<file path="src/rtl/adc_rd_pkg.sv">
package adc_rd_pkg;

    localparam int RD_DATA_BITS    = 16;
    localparam int RD_PAD_BITS     = 4;
    localparam int RD_WORD_BITS    = RD_PAD_BITS + RD_DATA_BITS;
    localparam int RD_OSC_PER_WORD = 612;

    typedef enum logic [2:0] {
        ST_WAIT,
        ST_SHIFT,
        ST_DONE,
        ST_SKIP,
        ST_SLEEP
    } rd_state_e;

    typedef struct packed {
        logic [RD_PAD_BITS-1:0]         pad;
        logic signed [RD_DATA_BITS-1:0] sample;
    } rd_word_t;

    function automatic rd_word_t split_word(input logic [RD_WORD_BITS-1:0] raw);
        return rd_word_t'(raw);
    endfunction

    function automatic logic pad_clean(input rd_word_t w);
        return (w.pad == '0);
    endfunction

endpackage

</file>
<file path="src/rtl/adc_rd_sdo_mon.sv">
// Two-stage synchronizer on the data line, with the select level
// delayed alongside so each sample carries its own validity.
module adc_rd_sdo_mon (
    input  logic clk,
    input  logic rst,
    input  logic cs_n,
    input  logic sdo,
    output logic qual_valid,
    output logic qual_level
);
    logic s1, s2, c1, c2;

    always_ff @(posedge clk) begin
        if (rst) begin
            s1 <= 1'b1;
            s2 <= 1'b1;
            c1 <= 1'b1;
            c2 <= 1'b1;
        end else begin
            s1 <= sdo;
            s2 <= s1;
            c1 <= cs_n;
            c2 <= c1;
        end
    end

    assign qual_valid = !c2;
    assign qual_level = s2;

endmodule

</file>
<file path="src/rtl/adc_rd_sclk_gen.sv">
module adc_rd_sclk_gen #(
    parameter int DIV_W = 8
) (
    input  logic             clk,
    input  logic             rst,
    input  logic             run,
    input  logic [DIV_W-1:0] div,
    output logic             sclk,
    output logic             fall_tick
);
    logic [DIV_W-1:0] cnt;

    always_ff @(posedge clk) begin
        if (rst || !run) begin
            cnt  <= '0;
            sclk <= 1'b0;
        end else if (cnt == div) begin
            cnt  <= '0;
            sclk <= ~sclk;
        end else begin
            cnt <= cnt + 1'b1;
        end
    end

    assign fall_tick = run && (cnt == div) && sclk;

    a_r3_phase_bounded: assert property (@(posedge clk) disable iff (rst)
        (run && $stable(div) && $past(run)) |-> (cnt <= div));

endmodule

</file>
<file path="src/rtl/adc_rd_watchdog.sv">
module adc_rd_watchdog #(
    parameter int LIMIT = 1224
) (
    input  logic clk,
    input  logic rst,
    input  logic count_en,
    input  logic clear,
    output logic expire
);
    localparam int CW = $clog2(LIMIT + 1);
    logic [CW-1:0] cnt;

    assign expire = count_en && !clear && (cnt == CW'(LIMIT - 1));

    always_ff @(posedge clk) begin
        if (rst || clear || expire)
            cnt <= '0;
        else if (count_en)
            cnt <= cnt + 1'b1;
    end

endmodule

</file>
<file path="src/rtl/adc_frame_reader.sv">
module adc_frame_reader
    import adc_rd_pkg::*;
#(
    parameter int FRAME_BITS  = 24,
    parameter int DIV_W       = 8,
    parameter int SYS_PER_OSC = 4,
    parameter int SLEEP_TICKS = 4096
) (
    input  logic                           clk,
    input  logic                           rst,
    input  logic [DIV_W-1:0]               clk_div,
    input  logic                           skip_read,
    input  logic                           sleep_req,
    output logic                           adc_cs_n,
    output logic                           adc_sclk,
    input  logic                           adc_sdo,
    output logic                           result_valid,
    output logic signed [RD_DATA_BITS-1:0] result_data,
    output logic                           frame_error,
    output logic                           mux_advance,
    output logic                           timeout
);
    localparam int WORD_TICKS = RD_OSC_PER_WORD * SYS_PER_OSC;
    localparam int WD_LIMIT   = 2 * WORD_TICKS;
    localparam int BIT_W      = $clog2(FRAME_BITS + 1);
    localparam int SLP_W      = $clog2(SLEEP_TICKS + 1);

    rd_state_e             state, nxt;
    logic                  qual_valid, qual_level;
    logic                  gen_sclk, fall_tick, wd_exp;
    logic                  seen_high;
    logic [BIT_W-1:0]      bit_cnt;
    logic [RD_WORD_BITS-1:0] shreg;
    logic [SLP_W-1:0]      slp_cnt;
    logic                  ready_evt, rise_evt;
    rd_word_t              word;

    adc_rd_sdo_mon u_mon (
        .clk        (clk),
        .rst        (rst),
        .cs_n       (adc_cs_n),
        .sdo        (adc_sdo),
        .qual_valid (qual_valid),
        .qual_level (qual_level)
    );

    adc_rd_sclk_gen #(.DIV_W(DIV_W)) u_sclk (
        .clk       (clk),
        .rst       (rst),
        .run       (state == ST_SHIFT),
        .div       (clk_div),
        .sclk      (gen_sclk),
        .fall_tick (fall_tick)
    );

    adc_rd_watchdog #(.LIMIT(WD_LIMIT)) u_wd (
        .clk      (clk),
        .rst      (rst),
        .count_en ((state == ST_WAIT) || (state == ST_SKIP)),
        .clear    (ready_evt),
        .expire   (wd_exp)
    );

    assign ready_evt = (state == ST_WAIT) && seen_high && qual_valid && !qual_level;
    assign rise_evt  = (state == ST_SKIP) && qual_valid && qual_level;
    assign adc_sclk  = gen_sclk || (state == ST_SLEEP);
    assign word      = split_word(shreg);

    always_comb begin
        nxt = state;
        unique case (state)
            ST_WAIT: begin
                if (wd_exp)         nxt = ST_WAIT;
                else if (sleep_req) nxt = ST_SLEEP;
                else if (ready_evt) nxt = skip_read ? ST_SKIP : ST_SHIFT;
            end
            ST_SHIFT: if (fall_tick && bit_cnt == BIT_W'(FRAME_BITS - 1)) nxt = ST_DONE;
            ST_DONE:  nxt = ST_WAIT;
            ST_SKIP:  if (wd_exp || rise_evt) nxt = ST_WAIT;
            ST_SLEEP: if (!sleep_req && slp_cnt == SLP_W'(SLEEP_TICKS)) nxt = ST_WAIT;
            default:  nxt = ST_WAIT;
        endcase
    end

    always_ff @(posedge clk) begin
        if (rst) begin
            state        <= ST_WAIT;
            adc_cs_n     <= 1'b1;
            seen_high    <= 1'b0;
            bit_cnt      <= '0;
            shreg        <= '0;
            slp_cnt      <= '0;
            result_valid <= 1'b0;
            result_data  <= '0;
            frame_error  <= 1'b0;
            mux_advance  <= 1'b0;
            timeout      <= 1'b0;
        end else begin
            state        <= nxt;
            adc_cs_n     <= (nxt == ST_SLEEP);
            result_valid <= 1'b0;
            frame_error  <= 1'b0;
            mux_advance  <= 1'b0;

            // history of the qualified line level for edge detection
            if (state == ST_WAIT && wd_exp)
                seen_high <= 1'b0;
            else if ((state == ST_WAIT || state == ST_SKIP) && qual_valid && qual_level)
                seen_high <= 1'b1;
            else if (state != ST_WAIT && state != ST_SKIP)
                seen_high <= 1'b0;

            if (state == ST_WAIT)
                bit_cnt <= '0;
            else if (state == ST_SHIFT && fall_tick) begin
                bit_cnt <= bit_cnt + 1'b1;
                shreg   <= {shreg[RD_WORD_BITS-2:0], qual_level};
            end

            if (state == ST_DONE) begin
                if (pad_clean(word)) begin
                    result_valid <= 1'b1;
                    result_data  <= word.sample;
                end else begin
                    frame_error  <= 1'b1;
                end
            end

            if (rise_evt && !wd_exp)
                mux_advance <= 1'b1;

            if (ready_evt)
                timeout <= 1'b0;
            else if (wd_exp)
                timeout <= 1'b1;

            if (state != ST_SLEEP)
                slp_cnt <= '0;
            else if (slp_cnt != SLP_W'(SLEEP_TICKS))
                slp_cnt <= slp_cnt + 1'b1;
        end
    end

    // clock-high run length outside sleep, kept for the sleep-bound check
    logic [SLP_W-1:0] hi_cnt;
    always_ff @(posedge clk) begin
        if (rst || !adc_sclk || state == ST_SLEEP)
            hi_cnt <= '0;
        else if (hi_cnt != SLP_W'(SLEEP_TICKS))
            hi_cnt <= hi_cnt + 1'b1;
    end

    a_r3_sclk_high_bounded: assert property (@(posedge clk) disable iff (rst)
        (state != ST_SLEEP) |-> (hi_cnt < SLP_W'(SLEEP_TICKS)));
    a_r1_cs_low_when_clocking: assert property (@(posedge clk) disable iff (rst)
        (adc_sclk && state != ST_SLEEP) |-> !adc_cs_n);
    a_r4_valid_single: assert property (@(posedge clk) disable iff (rst)
        result_valid |=> !result_valid);
    a_r5_strobes_exclusive: assert property (@(posedge clk) disable iff (rst)
        !(result_valid && frame_error));
    a_r5_data_held: assert property (@(posedge clk) disable iff (rst)
        !result_valid |-> $stable(result_data));
    a_r6_mux_without_clock: assert property (@(posedge clk) disable iff (rst)
        mux_advance |-> !adc_sclk);
    a_r7_sleep_releases_cs: assert property (@(posedge clk) disable iff (rst)
        (state == ST_SLEEP) |-> (adc_cs_n && adc_sclk));
    a_r9_timeout_while_waiting: assert property (@(posedge clk) disable iff (rst)
        $rose(timeout) |-> $past(state == ST_WAIT || state == ST_SKIP));

endmodule

</file>
<file path="config.mk">
export PLATFORM = sky130hd
export DESIGN_NAME = adc_frame_reader
export DESIGN_NICKNAME = d
export VERILOG_FILES = /design/src/rtl/adc_rd_pkg.sv /design/src/rtl/adc_rd_sdo_mon.sv /design/src/rtl/adc_rd_sclk_gen.sv /design/src/rtl/adc_rd_watchdog.sv /design/src/rtl/adc_frame_reader.sv
export SDC_FILE = /design/constraint.sdc
export NUM_CORES = 1
export LEC_CHECK = 0
export ABC_AREA = 1
export BUFFER_PORTS_ARGS = -buffer_cell sky130_fd_sc_hd__buf_2
export CORE_MARGIN = 8
export CORE_UTILIZATION = 55
export DETAILED_ROUTE_END_ITERATION = 16
export PLACE_DENSITY = 0.71
export SETUP_SLACK_MARGIN = 0.2
export SYNTH_ARGS = -nofsm -noshare
export SYNTH_HDL_FRONTEND = slang
export SYNTH_SLANG_ARGS = --single-unit
</file>
<file path="constraint.sdc">
create_clock -name clk -period 2.22 [get_ports clk]
set_clock_uncertainty 0.2 [all_clocks]
set_input_delay 0.444 -clock clk [delete_from_list [all_inputs] [get_ports clk]]
set_output_delay 0.444 -clock clk [all_outputs]
set_load 0.02 [all_outputs]
</file>
After elaboration in Yosys (flattened, before gate mapping)
Index checks and enable logic that the tools add are counted.
W data, S select, Z words.

operators by class
  mux-type cells = 13
  reductions and logical operators = 41
  $lt $le $gt $ge = 0
  shift operators = 0
  equal/unequal tests = 12
  div/mod/pow operators = 0
  bitwise operators = 3
  $mul = 0
  $add $sub $neg = 4

operators with widths
  kind                     count
  $add A13 B1 Y13 const B  2
  $eq A13 B13 Y1 const B   2
  $mux W3                  6
  $logic_and A1 B1 Y1      17
  $ne A13 B13 Y1 const B   1
  $pmux W3 S4              1
  $reduce_or A2 Y1         6
  $add A8 B1 Y8 const B    1
  $eq A8 B8 Y1             1
  $eq A3 B2 Y1 const B     2
  $eq A3 B3 Y1 const B     2
  $logic_not A1 Y1         6
  $logic_or A1 B1 Y1       6
  $add A5 B1 Y5 const B    1
  $eq A5 B5 Y1 const B     1
  $mux W1                  5
  $logic_not A4 Y1         1
  $reduce_and A2 Y1        2
  $eq A3 B1 Y1 const B     1
  $logic_not A3 Y1         1
  $ne A3 B2 Y1 const B     1
  $ne A3 B3 Y1 const B     1
  $not A1 Y1               3
  $reduce_bool A3 Y1       1
  2 further kinds          2

word-level totals
  latch bits = 0
  input bits = 13
  memory bits (writable) = 0
  memories = 0
  register bits after elaboration = 89
  ROM bits = 0

Longest topological paths before layout
  word-level depth = 11
  mapped depth = 11
  depth with buffers taken out = 10

Cells and area by module
A second synthesis with hierarchy kept.

second synthesis, totals
  cells, all modules = 558
  area total of the unflattened synthesis = 4006.3 um2

by module, submodules not included
  module            area each (um2)  seq. area each (um2)  times used  cells an instance
  adc_frame_reader  2642.5           1261.2                1           361
  adc_rd_watchdog   719.4            260.2                 1           105
  adc_rd_sclk_gen   524.3            180.2                 1           78
  adc_rd_sdo_mon    120.1            80.1                  1           14

Worst setup path before layout
Ideal clock, no wire load.

  kind = input -> register
  start point = in clk_div[3]
  end point = reg shreg[16]
  setup time = 0.113 ns
  arrival = 1.310 ns
  path slack = 0.597 ns
  stages = 10
  path buffers = 1
  cell sequence = inv_1 > nand2_1 > nand2_1 > nor2_1 > nand2_2 > nor2_8 > nand3_4 > buf_6 > nor2_1 > nor2_1

between the ends
  longest elaborated chain between the ends = 5

ends and longest elaborated chain
  item                               RTL line                 RTL
  start, declared                    adc_frame_reader.sv:11   input logic [DIV_W-1:0] clk_div,
  $eq A8 B8 Y1                       adc_rd_sclk_gen.sv:25    assign fall_tick = run && (cnt == div) && sclk;
  $logic_and A1 B1 Y1 (2 in series)  adc_rd_sclk_gen.sv:25
  $logic_and A1 B1 Y1                adc_frame_reader.sv:115  else if (state == ST_SHIFT && fall_tick) begin
  $reduce_and A2 Y1 (no line)        --
  end signal, assigned               adc_frame_reader.sv:117  shreg <= {shreg[RD_WORD_BITS-2:0], qual_level};
  end, declared                      adc_frame_reader.sv:33   logic [RD_WORD_BITS-1:0] shreg;

No other way between the ends.
A chain may end at the register's enable or synchronous reset.

Worst setup path in the final report
  start point = reg state[1]
  end point = out adc_sclk

between the ends
  longest elaborated chain between the ends = 2

ends and longest elaborated chain
  item                    RTL line                RTL
  start, declared         adc_frame_reader.sv:28  rd_state_e state, nxt;
  start signal, assigned  adc_frame_reader.sv:99  state <= nxt;
  $eq A3 B3 Y1            adc_frame_reader.sv:66  assign adc_sclk = gen_sclk || (state == ST_SLEEP);
  $logic_or A1 B1 Y1      adc_frame_reader.sv:66
  end, declared           adc_frame_reader.sv:15  output logic adc_sclk,

No other way between the ends.

==> results.sh <==
export IMPL_outcome="complete, no violations"
export IMPL_rsz0062_at_grt="no"
export IMPL_synth_seq_cells=89
export IMPL_drt_iter0_drc=92
export IMPL_drv_cap=0
export IMPL_syn_area_per_cell_um2=7.179
export IMPL_critPathMaxFanout=3
export IMPL_wl_um=7326
export IMPL_syn_inst=557
export IMPL_relSlewSlack_pct=69.37
export IMPL_antennaDiodeCount=0
export IMPL_max_freq_mhz=519.5
export IMPL_worstPathArrival_ps=1280
export IMPL_layout_drive_gt1_share_pct=17.25
export IMPL_start_util_pct=56.03
export IMPL_hold_path_class="input pin to register"
export IMPL_grt_pass1_vias=3075
export IMPL_power_leakage_uw=0.002005
export IMPL_setup_tns_ps=0
export IMPL_fin_ws_ps=295.1
export IMPL_portBuffers=34
export IMPL_path_class="register to output port"
export IMPL_ys_seq_area_share_pct=44.56
export IMPL_die_y_um=101.3
export IMPL_clockRootBuffer="clkbuf_8"
export IMPL_layout_min_cycle_time_ps=1925
export IMPL_ir_worst_vdd_v=0.0004337
export IMPL_start_kind="register"
export IMPL_rows=31
export IMPL_grt_max_degree=37
export IMPL_fillers=699
export IMPL_synth_nets=575
export IMPL_hpwl_um=5294
export IMPL_power_density_nw_per_um2=644.0
export IMPL_area_growth_pct=11.20
export IMPL_dr_pass1_iters=4
export IMPL_setup_viol=0
export IMPL_wire_per_inst_um=10.53
export IMPL_synth_distinct_cells=38
export IMPL_clockBufferDepth=2
export IMPL_seq_area_um2=1783
export IMPL_drc=0
export IMPL_layout_nets=610
export IMPL_cp_required_ps=1580
export IMPL_antenna_found_initial=0
export IMPL_cts_buffers=9
export IMPL_synth_area_um2=3999
export IMPL_synthTopCellsByArea="dfxtp_1 (45%), nand2_1 (10%), nor2_1 (7.9%)"
export IMPL_clk_pin_slew_ps=90
export IMPL_core_area_um2=7137
export IMPL_pre_cts_ws_ps=206.9
export IMPL_grt_usage_pct=15.04
export IMPL_drv_slew=0
export IMPL_multiInputGateArea_um2=1827
export IMPL_clk_insertion_delay_late_ps=360
export IMPL_hold_viol=0
export IMPL_synthDominantCellAreaShare_pct=44.56
export IMPL_fin_crit_sh_pct=86.71
export IMPL_pin_count=35
export IMPL_vias=3366
export IMPL_gp_congestion=0.8628
export IMPL_die_area_um2=10250
export IMPL_ys_warn_count=0
export IMPL_end_kind="output port"
export IMPL_overflow=0
export IMPL_ant_nets=0
export IMPL_synth_top_area_cell="dfxtp_1"
export IMPL_grt_pass1_wl_um=12760
export IMPL_avgViaCountPerCell=4.836
export IMPL_die_w_um=101.3
export IMPL_cts_sinks=89
export IMPL_cts_tree="done"
export IMPL_tightest_slew_ps=455.9
export IMPL_htreeDepth=3
## stage by stage
stage	cells	hold WS, ps	utilization, %	area [um^2]	power (uW)
after floorplan	557	189.5	-	3999	1732
after global placement	680	191.2	59.34	4235	1765
after detailed placement	680	192.3	59.34	4235	1769
after CTS	696	59.17	62.22	4441	2898
after global routing	696	53.13	62.31	4447	2983
final	696	70.51	62.31	4447	2864
## critical path: stages, from the launching register on
cell and delay, ps:
dfxtp_1 350, nor2_2 140, inv_1 60, nor2_2 100, inv_1 60, nand2_1 80
buf_4 140
## cell usage after synthesis
library cell	n
nand2_2	16
o21a_1	2
nand3_2	4
nand4_1	14
or2_0	1
clkbuf_1	1
a31oi_1	1
nor3_1	11
o21ai_1	3
buf_1	1
nor2_8	1
nand2_4	2
buf_2	7
nor3b_1	3
dfxtp_1	89
o21ai_0	25
buf_6	2
or2_1	1
nand3_1	21
nor2_2	4
nor2_1	84
inv_2	12
a21oi_1	44
nor3b_2	2
nand3_4	1
nor3_2	1
ha_1	5
xnor2_1	1
nor4_1	3
o211ai_1	1
nand2_1	110
a211oi_1	1
buf_4	1
clkinv_1	1
or2_2	5
clkinv_2	1
inv_1	71
xor2_1	4
## layout make-up
cell class | count | area share [%]
Inverter | 85 | 7.203
Timing Repair Buffer | 36 | 4.221
Sequential cell | 89 | 40.10
Tap cell | 99 | 2.786
Multi-Input combinational cell | 371 | 41.08
Clock buffer | 9 | 2.786
Clock inverter | 7 | 1.829
## repair_timing
item / CTS / global route
hold buffers: 0 / 0
buffers inserted: 0 / 0
gates resized for setup: 0 / 3
setup endpoints to repair: 0 / 1
## layout by cell type (no fill, tap or decap), types with 3 or more instances in the layout
cell type and n:
nor4_1 3, xor2_1 4, nand3_1 21, ha_1 5, nand2_2 16, inv_6 4, nor3b_1 3, nor2_1 83
clkbuf_8 9, o21ai_0 25, nor3_1 11, dfxtp_1 88, a21oi_1 44, buf_2 33, nand3_2 4, nand4_1 14
o21ai_1 3, nor2_2 5, inv_1 71, or2_2 5, buf_4 3, nand2_1 110, inv_2 12
## report_power, final
part | switching, uW | total (uW) | internal [uW] | leakage (uW)
Sequential | 8.87 | 1620 | 1610 | 0.000719
Clock | 594 | 1130 | 538 | 0.000101
Combinational | 75.4 | 114 | 38.8 | 0.00118
Total | 679 | 2860 | 2190 | 0.00200
## layer usage
| metal | wire [um] | track usage [%] | share of wire (%) | vias up |
|---|---|---|---|---|
| li1 | - | - | - | 1826 |
| met1 | 3607 | 17.84 | 49 | 1487 |
| met2 | 3278 | 25.35 | 45 | 46 |
| met3 | 355 | 4.948 | 4.8 | 7 |
| met4 | 85 | 4.124 | 1.2 | 0 |
| met5 | 0 | 0 | 0 | - |
## state kept, by name, indices dropped and copies added, names as in the netlist, 3 cells and up
register     flops
result_data     16
u_sclk.cnt       8
state            3
slp_cnt         13
shreg           20
u_wd.cnt        13
bit_cnt          5
## cells by family after synthesis
| logic type | count (synthesis) | share of synthesized area (%) |
|---|---|---|
| flip-flops | 89 | 44.56 |
| adder cells (fa/ha/maj) | 5 | 1.564 |
| AO/OA/AOI/OAI | 77 | 9.919 |
| AND/OR/NAND/NOR | 284 | 33.04 |
| buffers and inverters | 97 | 9.824 |
| XOR/XNOR | 5 | 1.095 |
## path summary, 6_finish.rpt
| kind | startpoint | to | slack, ps | depth (start not counted) |
|---|---|---|---|---|
| worst max-delay path | state[1]$_SDFF_PP0_ | adc_sclk | 300 | 6 |
| worst min-delay path | adc_sdo | u_mon.s1$_SDFF_PP1_ | 70 | 2 |
| worst max register to register | u_sclk.cnt[3]$_SDFF_PP0_ | bit_cnt[2]$_SDFFE_PP0P_ | 370 | 9 |
| worst min register to register | u_mon.c1$_SDFF_PP1_ | u_mon.c2$_SDFF_PP1_ | 210 | 1 |
(Power assumes the default switching activity.)
